File: src/rtl/sfg_pkg.sv
package sfg_pkg;

    localparam int DEF_DIV_W   = 8;
    localparam int DEF_PER_W   = 12;
    localparam int DEF_WID_W   = 8;
    localparam int SYNC_STAGES = 2;
    localparam int NUM_PINS    = 4;

    // Pin slots in the direction / generated / effective vectors
    localparam int PIN_RCLK = 0;
    localparam int PIN_XCLK = 1;
    localparam int PIN_RFS  = 2;
    localparam int PIN_XFS  = 3;

    typedef enum logic {
        SRC_SYS = 1'b0,
        SRC_EXT = 1'b1
    } src_sel_e;

    typedef enum logic {
        FS_ON_LOAD  = 1'b0,
        FS_PERIODIC = 1'b1
    } fs_mode_e;

endpackage

File: src/rtl/sfg_src_tick.sv
module sfg_src_tick #(
    parameter int STAGES = sfg_pkg::SYNC_STAGES
) (
    input  logic clk,
    input  logic rst_n,
    input  logic src_ext_i,
    input  logic ext_clk_i,
    output logic tick_o
);

    typedef struct packed {
        logic [STAGES-1:0] sync;
        logic              prev;
    } st_t;

    st_t s_d, s_q;
    sfg_pkg::src_sel_e sel;

    always_comb begin
        s_d      = s_q;
        s_d.sync = {s_q.sync[STAGES-2:0], ext_clk_i};
        s_d.prev = s_q.sync[STAGES-1];
    end

    always_ff @(posedge clk or negedge rst_n) begin
        if (!rst_n) s_q <= '0;
        else        s_q <= s_d;
    end

    always_comb begin
        sel = sfg_pkg::src_sel_e'(src_ext_i);
        if (sel == sfg_pkg::SRC_EXT) tick_o = s_q.sync[STAGES-1] & ~s_q.prev;
        else                         tick_o = 1'b1;
    end

    AST_EXT_TICK_SPACED: assert property (@(posedge clk) disable iff (!rst_n)
        (src_ext_i && tick_o) |=> !(src_ext_i && tick_o));

endmodule

File: src/rtl/sfg_clkdiv.sv
module sfg_clkdiv #(
    parameter int DIV_W = sfg_pkg::DEF_DIV_W
) (
    input  logic             clk,
    input  logic             rst_n,
    input  logic             run_i,
    input  logic             tick_i,
    input  logic [DIV_W-1:0] div_i,
    output logic             stb_o,
    output logic             bit_stb_o,
    output logic             bclk_o
);

    localparam logic [DIV_W-1:0] CNT_ONE  = DIV_W'(1);
    localparam logic [DIV_W:0]   WIDE_ONE = (DIV_W+1)'(1);

    typedef struct packed {
        logic [DIV_W-1:0] cnt;
        logic             stb;
        logic             lvl;
    } st_t;

    st_t            s_d, s_q;
    logic [DIV_W:0] half;
    logic           hit;

    always_comb begin
        half = ({1'b0, div_i} + WIDE_ONE) >> 1;
        hit  = run_i && tick_i && (s_q.cnt >= div_i);
        s_d  = s_q;
        if (!run_i) begin
            s_d = '0;
        end else begin
            if (hit)         s_d.cnt = '0;
            else if (tick_i) s_d.cnt = s_q.cnt + CNT_ONE;
            s_d.stb = hit;
            s_d.lvl = ({1'b0, s_d.cnt} < half);
        end
    end

    always_ff @(posedge clk or negedge rst_n) begin
        if (!rst_n) s_q <= '0;
        else        s_q <= s_d;
    end

    assign stb_o     = hit;
    assign bit_stb_o = s_q.stb;
    assign bclk_o    = s_q.lvl;

    AST_NO_BACK_TO_BACK: assert property (@(posedge clk) disable iff (!rst_n)
        bit_stb_o |=> (!bit_stb_o || div_i == '0));

    AST_IDLE_QUIET: assert property (@(posedge clk) disable iff (!rst_n)
        !run_i |=> (!bit_stb_o && !bclk_o));

endmodule

File: src/rtl/sfg_fsync.sv
module sfg_fsync #(
    parameter int PER_W = sfg_pkg::DEF_PER_W,
    parameter int WID_W = sfg_pkg::DEF_WID_W
) (
    input  logic             clk,
    input  logic             rst_n,
    input  logic             run_i,
    input  logic             stb_i,
    input  logic [PER_W-1:0] per_i,
    input  logic [WID_W-1:0] wid_i,
    input  logic             load_i,
    output logic             fs_per_o,
    output logic             fs_ld_o
);

    localparam logic [PER_W-1:0] POS_ONE = PER_W'(1);

    typedef struct packed {
        logic [PER_W-1:0] pos;
        logic             fs_per;
        logic             fs_ld;
        logic             pend;
    } st_t;

    st_t              s_d, s_q;
    logic [PER_W-1:0] wid_ext;
    logic             active;

    always_comb begin
        wid_ext = PER_W'(wid_i);
        // high for positions 0..width, never in the last position of a frame
        active  = (s_q.pos <= wid_ext) && (s_q.pos < per_i);
        s_d     = s_q;
        if (!run_i) begin
            s_d = '0;
        end else begin
            s_d.pend = s_q.pend | load_i;
            if (stb_i) begin
                s_d.fs_per = active;
                s_d.fs_ld  = s_q.pend | load_i;
                s_d.pend   = 1'b0;
                s_d.pos    = (s_q.pos >= per_i) ? '0 : s_q.pos + POS_ONE;
            end
        end
    end

    always_ff @(posedge clk or negedge rst_n) begin
        if (!rst_n) s_q <= '0;
        else        s_q <= s_d;
    end

    assign fs_per_o = s_q.fs_per;
    assign fs_ld_o  = s_q.fs_ld;

    AST_FRAME_TAIL_IDLE: assert property (@(posedge clk) disable iff (!rst_n)
        (s_q.pos == '0) |-> !s_q.fs_per);

endmodule

File: src/rtl/sfg_pinmux.sv
module sfg_pinmux #(
    parameter int N = sfg_pkg::NUM_PINS
) (
    input  logic [N-1:0] dir_i,
    input  logic [N-1:0] gen_i,
    input  logic [N-1:0] pin_i,
    output logic [N-1:0] pin_o,
    output logic [N-1:0] pin_oe_o,
    output logic [N-1:0] eff_o
);

    for (genvar i = 0; i < N; i++) begin : g_pin
        assign pin_o[i]    = gen_i[i];
        assign pin_oe_o[i] = dir_i[i];
        assign eff_o[i]    = dir_i[i] ? gen_i[i] : pin_i[i];
    end

endmodule

File: src/rtl/sclk_fsync_gen.sv
module sclk_fsync_gen #(
    parameter int DIV_W = sfg_pkg::DEF_DIV_W,
    parameter int PER_W = sfg_pkg::DEF_PER_W,
    parameter int WID_W = sfg_pkg::DEF_WID_W
) (
    input  logic             clk,
    input  logic             rst_n,
    input  logic             gen_run,
    input  logic             ext_clk,
    input  logic             src_ext,
    input  logic [DIV_W-1:0] clk_div,
    input  logic [PER_W-1:0] fs_period,
    input  logic [WID_W-1:0] fs_width,
    input  logic             fs_periodic,
    input  logic             tx_word_load,
    input  logic             dir_rclk,
    input  logic             dir_xclk,
    input  logic             dir_rfs,
    input  logic             dir_xfs,
    input  logic             rclk_pin_i,
    input  logic             xclk_pin_i,
    input  logic             rfs_pin_i,
    input  logic             xfs_pin_i,
    output logic             rclk_pin_o,
    output logic             xclk_pin_o,
    output logic             rfs_pin_o,
    output logic             xfs_pin_o,
    output logic             rclk_pin_oe,
    output logic             xclk_pin_oe,
    output logic             rfs_pin_oe,
    output logic             xfs_pin_oe,
    output logic             bit_stb,
    output logic             rx_clk,
    output logic             tx_clk,
    output logic             rx_fs,
    output logic             tx_fs
);

    import sfg_pkg::*;

    logic                tick, stb_now, bclk_lvl, fs_per, fs_ld, tx_fs_gen;
    logic [NUM_PINS-1:0] dir_v, gen_v, pin_in_v, pin_out_v, pin_oe_v, eff_v;
    fs_mode_e            mode;

    sfg_src_tick #(.STAGES(SYNC_STAGES)) u_src (
        .clk       (clk),
        .rst_n     (rst_n),
        .src_ext_i (src_ext),
        .ext_clk_i (ext_clk),
        .tick_o    (tick)
    );

    sfg_clkdiv #(.DIV_W(DIV_W)) u_div (
        .clk       (clk),
        .rst_n     (rst_n),
        .run_i     (gen_run),
        .tick_i    (tick),
        .div_i     (clk_div),
        .stb_o     (stb_now),
        .bit_stb_o (bit_stb),
        .bclk_o    (bclk_lvl)
    );

    sfg_fsync #(.PER_W(PER_W), .WID_W(WID_W)) u_fs (
        .clk      (clk),
        .rst_n    (rst_n),
        .run_i    (gen_run),
        .stb_i    (stb_now),
        .per_i    (fs_period),
        .wid_i    (fs_width),
        .load_i   (tx_word_load),
        .fs_per_o (fs_per),
        .fs_ld_o  (fs_ld)
    );

    always_comb begin
        mode      = fs_mode_e'(fs_periodic);
        tx_fs_gen = (mode == FS_PERIODIC) ? fs_per : fs_ld;

        dir_v[PIN_RCLK] = dir_rclk;
        dir_v[PIN_XCLK] = dir_xclk;
        dir_v[PIN_RFS]  = dir_rfs;
        dir_v[PIN_XFS]  = dir_xfs;

        gen_v[PIN_RCLK] = bclk_lvl;
        gen_v[PIN_XCLK] = bclk_lvl;
        gen_v[PIN_RFS]  = fs_per;
        gen_v[PIN_XFS]  = tx_fs_gen;

        pin_in_v[PIN_RCLK] = rclk_pin_i;
        pin_in_v[PIN_XCLK] = xclk_pin_i;
        pin_in_v[PIN_RFS]  = rfs_pin_i;
        pin_in_v[PIN_XFS]  = xfs_pin_i;
    end

    sfg_pinmux #(.N(NUM_PINS)) u_pin (
        .dir_i    (dir_v),
        .gen_i    (gen_v),
        .pin_i    (pin_in_v),
        .pin_o    (pin_out_v),
        .pin_oe_o (pin_oe_v),
        .eff_o    (eff_v)
    );

    assign rclk_pin_o  = pin_out_v[PIN_RCLK];
    assign xclk_pin_o  = pin_out_v[PIN_XCLK];
    assign rfs_pin_o   = pin_out_v[PIN_RFS];
    assign xfs_pin_o   = pin_out_v[PIN_XFS];
    assign rclk_pin_oe = pin_oe_v[PIN_RCLK];
    assign xclk_pin_oe = pin_oe_v[PIN_XCLK];
    assign rfs_pin_oe  = pin_oe_v[PIN_RFS];
    assign xfs_pin_oe  = pin_oe_v[PIN_XFS];
    assign rx_clk      = eff_v[PIN_RCLK];
    assign tx_clk      = eff_v[PIN_XCLK];
    assign rx_fs       = eff_v[PIN_RFS];
    assign tx_fs       = eff_v[PIN_XFS];

    AST_SYNC_ON_STROBE: assert property (@(posedge clk) disable iff (!rst_n)
        !$stable(fs_per) |-> (bit_stb || !$past(gen_run)));

endmodule

File: config.mk
export PLATFORM = sky130hd
export DESIGN_NAME = sclk_fsync_gen
export DESIGN_NICKNAME = d
export VERILOG_FILES = /design/src/rtl/sfg_pkg.sv /design/src/rtl/sfg_src_tick.sv /design/src/rtl/sfg_clkdiv.sv /design/src/rtl/sfg_fsync.sv /design/src/rtl/sfg_pinmux.sv /design/src/rtl/sclk_fsync_gen.sv
export SDC_FILE = /design/constraint.sdc
export NUM_CORES = 1
export LEC_CHECK = 0
export CELL_PAD_IN_SITES_DETAIL_PLACEMENT = 0
export CELL_PAD_IN_SITES_GLOBAL_PLACEMENT = 2
export CORE_MARGIN = 2
export CORE_UTILIZATION = 41
export CTS_CLUSTER_SIZE = 10
export DETAILED_ROUTE_END_ITERATION = 8
export DONT_BUFFER_PORTS = 1
export GPL_ROUTABILITY_DRIVEN = 1
export GPL_TIMING_DRIVEN = 0
export PLACE_DENSITY_LB_ADDON = 0.15
export SYNTH_ARGS = -nofsm -noshare
export SYNTH_HDL_FRONTEND = slang
export SYNTH_HIERARCHICAL = 1
export SYNTH_SLANG_ARGS = --single-unit
File: constraint.sdc
create_clock -name clk -period 5 [get_ports clk]
set_clock_uncertainty 0.15 [all_clocks]
set_input_delay 0.5 -clock clk [delete_from_list [all_inputs] [get_ports clk]]
set_output_delay 0.5 -clock clk [all_outputs]
set_load 0.005 [all_outputs]
# [Word level (Yosys, flattened, before mapping)]
# Cells that the tools add are included.
[word_totals] reg_bits=28 elab_cells=37
[classes] n_addsub=3 magnitude_cmp=5 eq_ne=1 n_mux=13 bitwise_logic=3 reduce_logical=3
[op_table] operator="$mux 15" count=2
[op_table] operator="$mux 8" count=3
[op_table] operator="$add 12x1->12 const B" count=1
[op_table] operator="$ge 12x12->1" count=1
[op_table] operator="$le 12x8->1" count=1
[op_table] operator="$lt 12x12->1" count=1
[op_table] operator="$mux 12" count=1
[op_table] operator="$mux 10" count=1
[op_table] operator="$add 8x1->9 const B" count=1
[op_table] operator="$add 8x1->8 const B" count=1
[op_table] operator="$ge 8x8->1" count=1
[op_table] operator="$lt 8x8->1" count=1
[op_table] operator="$mux 1" count=6
[op_table] operator="$logic_and 1x1->1" count=3
[op_table] operator="$ne 2x1->1 const B" count=1
[op_table] operator="$and 1x1->1" count=1
[op_table] operator="$not 1->1" count=1
[op_table] operator="$or 1x1->1" count=1

# [Logic depth before layout (Yosys ltp)]
[depth] ltp_word=9 ltp_mapped=14 depth_no_buf=11

# [Hierarchy]
# The synthesis kept the hierarchy.
[modules_own_cells] module="sfg_fsync" n_inst=1 cells_each=152 area_each_um2=1297.5 seq_area_each_um2=375.4
[modules_own_cells] module="sfg_clkdiv" n_inst=1 cells_each=107 area_each_um2=959.7 seq_area_each_um2=250.2
[modules_own_cells] module="sfg_pinmux" n_inst=1 cells_each=12 area_each_um2=120.1 seq_area_each_um2=0.0
[modules_own_cells] module="sfg_src_tick" n_inst=1 cells_each=5 area_each_um2=87.6 seq_area_each_um2=75.1
[modules_own_cells] module="sclk_fsync_gen" n_inst=1 cells_each=1 area_each_um2=15.0 seq_area_each_um2=0.0

# [Worst setup path before layout]
# No wires, ideal clock.
[synth_path] path_type="input to register" from="input clk_div[7]" to="register u_div.s_q (netlist bit u_div/bclk_o)" setup_time_ns=0.120 arrival_ns=2.600 slack_ns=2.130 cell_stages=10 path_buffers=0 path_cell_list="inv_1 > ha_1 > and3_4 > o211ai_1 > o22ai_4 > nor2_1 > ha_1 > o2111ai_1 > or3_1 > o211a_1"
[synth_rtl] element="from (decl)" line="sclk_fsync_gen.sv:11" source="input logic [DIV_W-1:0] clk_div,"
[synth_rtl] element="to (signal assigned)" line="sfg_clkdiv.sv:42" source="if (!rst_n) s_q <= '0;"
[synth_rtl] element="to (signal assigned)" line="sfg_clkdiv.sv:43" source="else s_q <= s_d;"
[synth_rtl] element="to (decl)" line="sfg_clkdiv.sv:23" source="st_t s_d, s_q;"

# [Worst setup path in the final report]
[layout_path] from="register u_div/s_q[9] (netlist bit)" to="register u_fs/s_q[13] (netlist bit)"
[layout_between] elab_chain_cells=3
[layout_rtl] element="$ge 8x8->1" line="sfg_clkdiv.sv:29" source="hit = run_i && tick_i && (s_q.cnt >= div_i);"
[layout_rtl] element="$logic_and 1x1->1" line="sfg_clkdiv.sv:29"
[layout_rtl] element="named net stb_now" line="sclk_fsync_gen.sv:41" source="logic tick, stb_now, bclk_lvl, fs_per, fs_ld, tx_fs_gen;"
[layout_rtl] element="$ne 2x1->1 (no source line)"
[layout_rtl] element="to (signal assigned)" line="sfg_fsync.sv:48" source="if (!rst_n) s_q <= '0;"
[layout_rtl] element="to (signal assigned)" line="sfg_fsync.sv:49" source="else s_q <= s_d;"
[layout_rtl] element="to (decl)" line="sfg_fsync.sv:25" source="st_t s_d, s_q;"
# The timed path passes the listed nets, and every way through them passes these cells.
# A chain may end at the register's enable or synchronous reset.

==> results.tsv <==
stage	metric	value	unit
clock_tree	CTS max path bufs	2	
placement	worst slack, placed	1706	ps
route	DRT antenna net count	0	
sta	Fin Setup TNS	0	ps
synth	Post-synth EDFFs	0	
clock_tree	Post-CTS Repair Setup Buffers	0	
route	Post-Route WL	5337	um
synth	top_reg_cell synth	dfrtp_1	
synth	Yosys cell types	46	
clock_tree	clock latency on the worst-skew pair	280	ps
clock_tree	CTS sink cnt	28	
global_route	number of global-route vias before repair	1892	
worst_setup_path	WP data arrival	3190	ps
sta	count of final setup violators	0	
floorplan	Die Y	81.77	um
cells_and_area	Cell Count, Final, Fillers Out	358	
route	routed len/inst	14.91	um
sta	RSZ-0062 raised after global routing	no	
cells_and_area	Ant. Diodes	0	
sta	Hold Vio Cnt, Final	0	
synth	commonest cells in the netlist	ha_1 (38), inv_1 (30), dfrtp_1 (28)	
sta	crit share post-route	62.48	%
worst_setup_path	type of origin of the critical path	register	
synth	Synth Instances	277	
floorplan	Rows	28	
route	Starting DRT DRC Count	35	
synth	top-area cell type share of the netlist area	28.25	%
placement	GP Congestion	0.7692	
global_route	largest net degree at the start of global routing	29	
sta	max-slew violations	0	
floorplan	num ports	56	
clock_tree	H-tree levels	1	
floorplan	die area	0.006686	mm2
power_and_ir_drop	Pwr Density	184.3	mW/mm2
hold_path	HP Class	input pin to register	
cells_and_area	share of cells above drive strength 1	9.894	%
cells_and_area	Layout Nets	365	
floorplan	chip width	81.77	um
power_and_ir_drop	leakage power figure	1.377	nW
sta	fin worst setup slack	1876	ps
sta	min Tclk post-route	3124	ps
placement	HPWL Detailed	4306	um
synth	sequential-to-total area share from yosys stat	28.25	%
sta	final hold slack	85.73	ps
clock_tree	Inserted Clock Buffers	3	
clock_tree	CTS tree	built	
placement	PortBufs	0	
synth	Syn. warnings	6	
global_route	Congestion Overflow GR	0	
global_route	Tot GR Track Use	17.65	%
synth	cell area after synthesis	0.002480	mm2
worst_setup_path	crit path capture type	register	
worst_setup_path	Worst Setup Path Type	register to register	
sta	measured slew at the worst slew-check pin	473.6	ps
floorplan	initial core utilization	42.13	%
global_route	global-route wire length before repair	9066	um
synth	ys async rst share	100.0	%
floorplan	core area	0.005886	mm2
route	Pre-antenna DRT Iters	4	
synth	Seq cells post-synth	28	
route	vias per cell	5.478	
synth	post-synth top area cell	dfrtp_1	
sta	Slew HR	68.43	%
clock_tree	Reg clk slew, reported paths	100	ps
synth	Syn Nets	358	
cells_and_area	Area Growth Syn to Fin	7.871	%
clock_tree	# hold bufs at CTS	2	
synth	Avg Inst Size Synth	8.953	um2
sta	fmax	320.1	MHz
job	maxcap violations	0	
global_route	initial antenna violation count	0	
status	outcome	finished clean	
clock_tree	CTS Root Cell	clkbuf_8	
worst_setup_path	CP max FO	15	
synth	top-count cell post-synth	ha_1	
placement	placed cells	352	
power_and_ir_drop	post-layout power	0.0004929	W
worst_setup_path	worst path required time	5060	ps
route	DR DRC count	0	
clock_tree	cts repair resizes	0	
route	via count	1961	
synth	synth top area cells	dfrtp_1 (28%), ha_1 (19%), inv_1 (4.5%)	
power_and_ir_drop	worst ir drop on vdd	0.1242	mV
==> final timing paths <==
| kind | from | cells after the start | endpoint | slack, ps |
|---|---|---|---|---|
| max | u_div/s_q[9] | 12 | u_fs/s_q[13] | 1880 |
| min | ext_clk | 0 | u_src/s_d[2] | 90 |
| max reg2reg | u_div/s_q[9] | 12 | u_fs/s_q[13] | 1880 |
| min reg2reg | u_src/s_d[2] | 0 | u_src/s_d[0] | 220 |
| max in group asynchronous | rst_n | 2 | u_div/bclk_o | 4010 |
| min in group asynchronous | rst_n | 2 | u_fs/s_q[7] | 530 |
==> layout make-up <==
| cell class | instances | area [um2] |
|---|---|---|
| fillers | 606 | 3211 |
| multi-input cells | 206 | 1567 |
| flip-flops and latches | 28 | 700.7 |
| inverters | 30 | 112.6 |
| plain buffers | 13 | 100.1 |
| well taps | 75 | 93.84 |
| clock buffers | 3 | 41.29 |
| clock inverters | 1 | 30.03 |
| repair buffers | 2 | 30.03 |
==> metrics by stage <==
stage / utilization, % / area (um2)
global route: 45.45 / 2675
global placement: 43.73 / 2574
finish: 45.45 / 2675
floorplan: - / 2480
detailed placement: 43.73 / 2574
CTS: 45.45 / 2675
==> registers in the layout, summed over array words and instances, names as in the netlist <==
signal           flops
u_fs/fs_ld_o         1
u_src/s_q            1
u_src/s_d            2
u_fs/s_q            13
u_div/bit_stb_o      1
u_div/s_q            8
u_div/bclk_o         1
u_fs/fs_per_o        1
==> worst max-delay path, stage by stage (launching register included) <==
cell      delay [ps]
dfrtp_1          410
ha_1             350
and3_4           230
o211ai_1         190
o22ai_4          410
nand2b_1         170
a211oi_1         210
a21oi_1          130
nor3b_2          280
buf_6            190
buf_8            140
nand3_1           70
mux2i_1          130
==> kinds of logic (layout without fill, tap and decap cells) <==
kind of cell	count (synthesis)	count (layout)	share of synthesized area, %
AOI/OAI and AO/OA	49	49	14.58
xor gates and xnor gates	13	13	4.591
adders and majority gates	38	38	19.17
buffers and inverters	43	49	8.577
DFF	28	28	28.25
muxes	9	9	4.642
and+or+nand+nor	97	97	20.18
==> cells in the final DEF, fill, tap and decap left out, types with 4 or more instances in the layout <==
master    count
mux2i_1       4
dfrtp_1      28
nand4_1       8
nor2_1       26
nand2_1      19
inv_1        30
mux2_4        5
nand3_1      17
o21ai_0       4
and4_1        5
a21o_1        4
a21oi_1      15
nand2b_1      4
ha_1         38
a31oi_1       5
xnor2_1      10
buf_4         8
==> metal layers <==
layer,vias up,part of all wire (%),wire [um],track usage [%]
met3,2,4.9,259,3.407
li1,992,-,-,-
met1,919,54,2877,26.23
met2,48,41,2177,27.07
met4,0,0.43,23,2.500
met5,-,0,0,0
==> where the power goes <==
part	internal (W)	switching [W]	leakage [nW]	total, W
sequential	0.000231	0.00000434	0.379	0.000235
combinational	0.0000349	0.0000409	0.962	0.0000758
clock	0.000107	0.0000744	0.0357	0.000182
(Power assumes the default switching activity.)
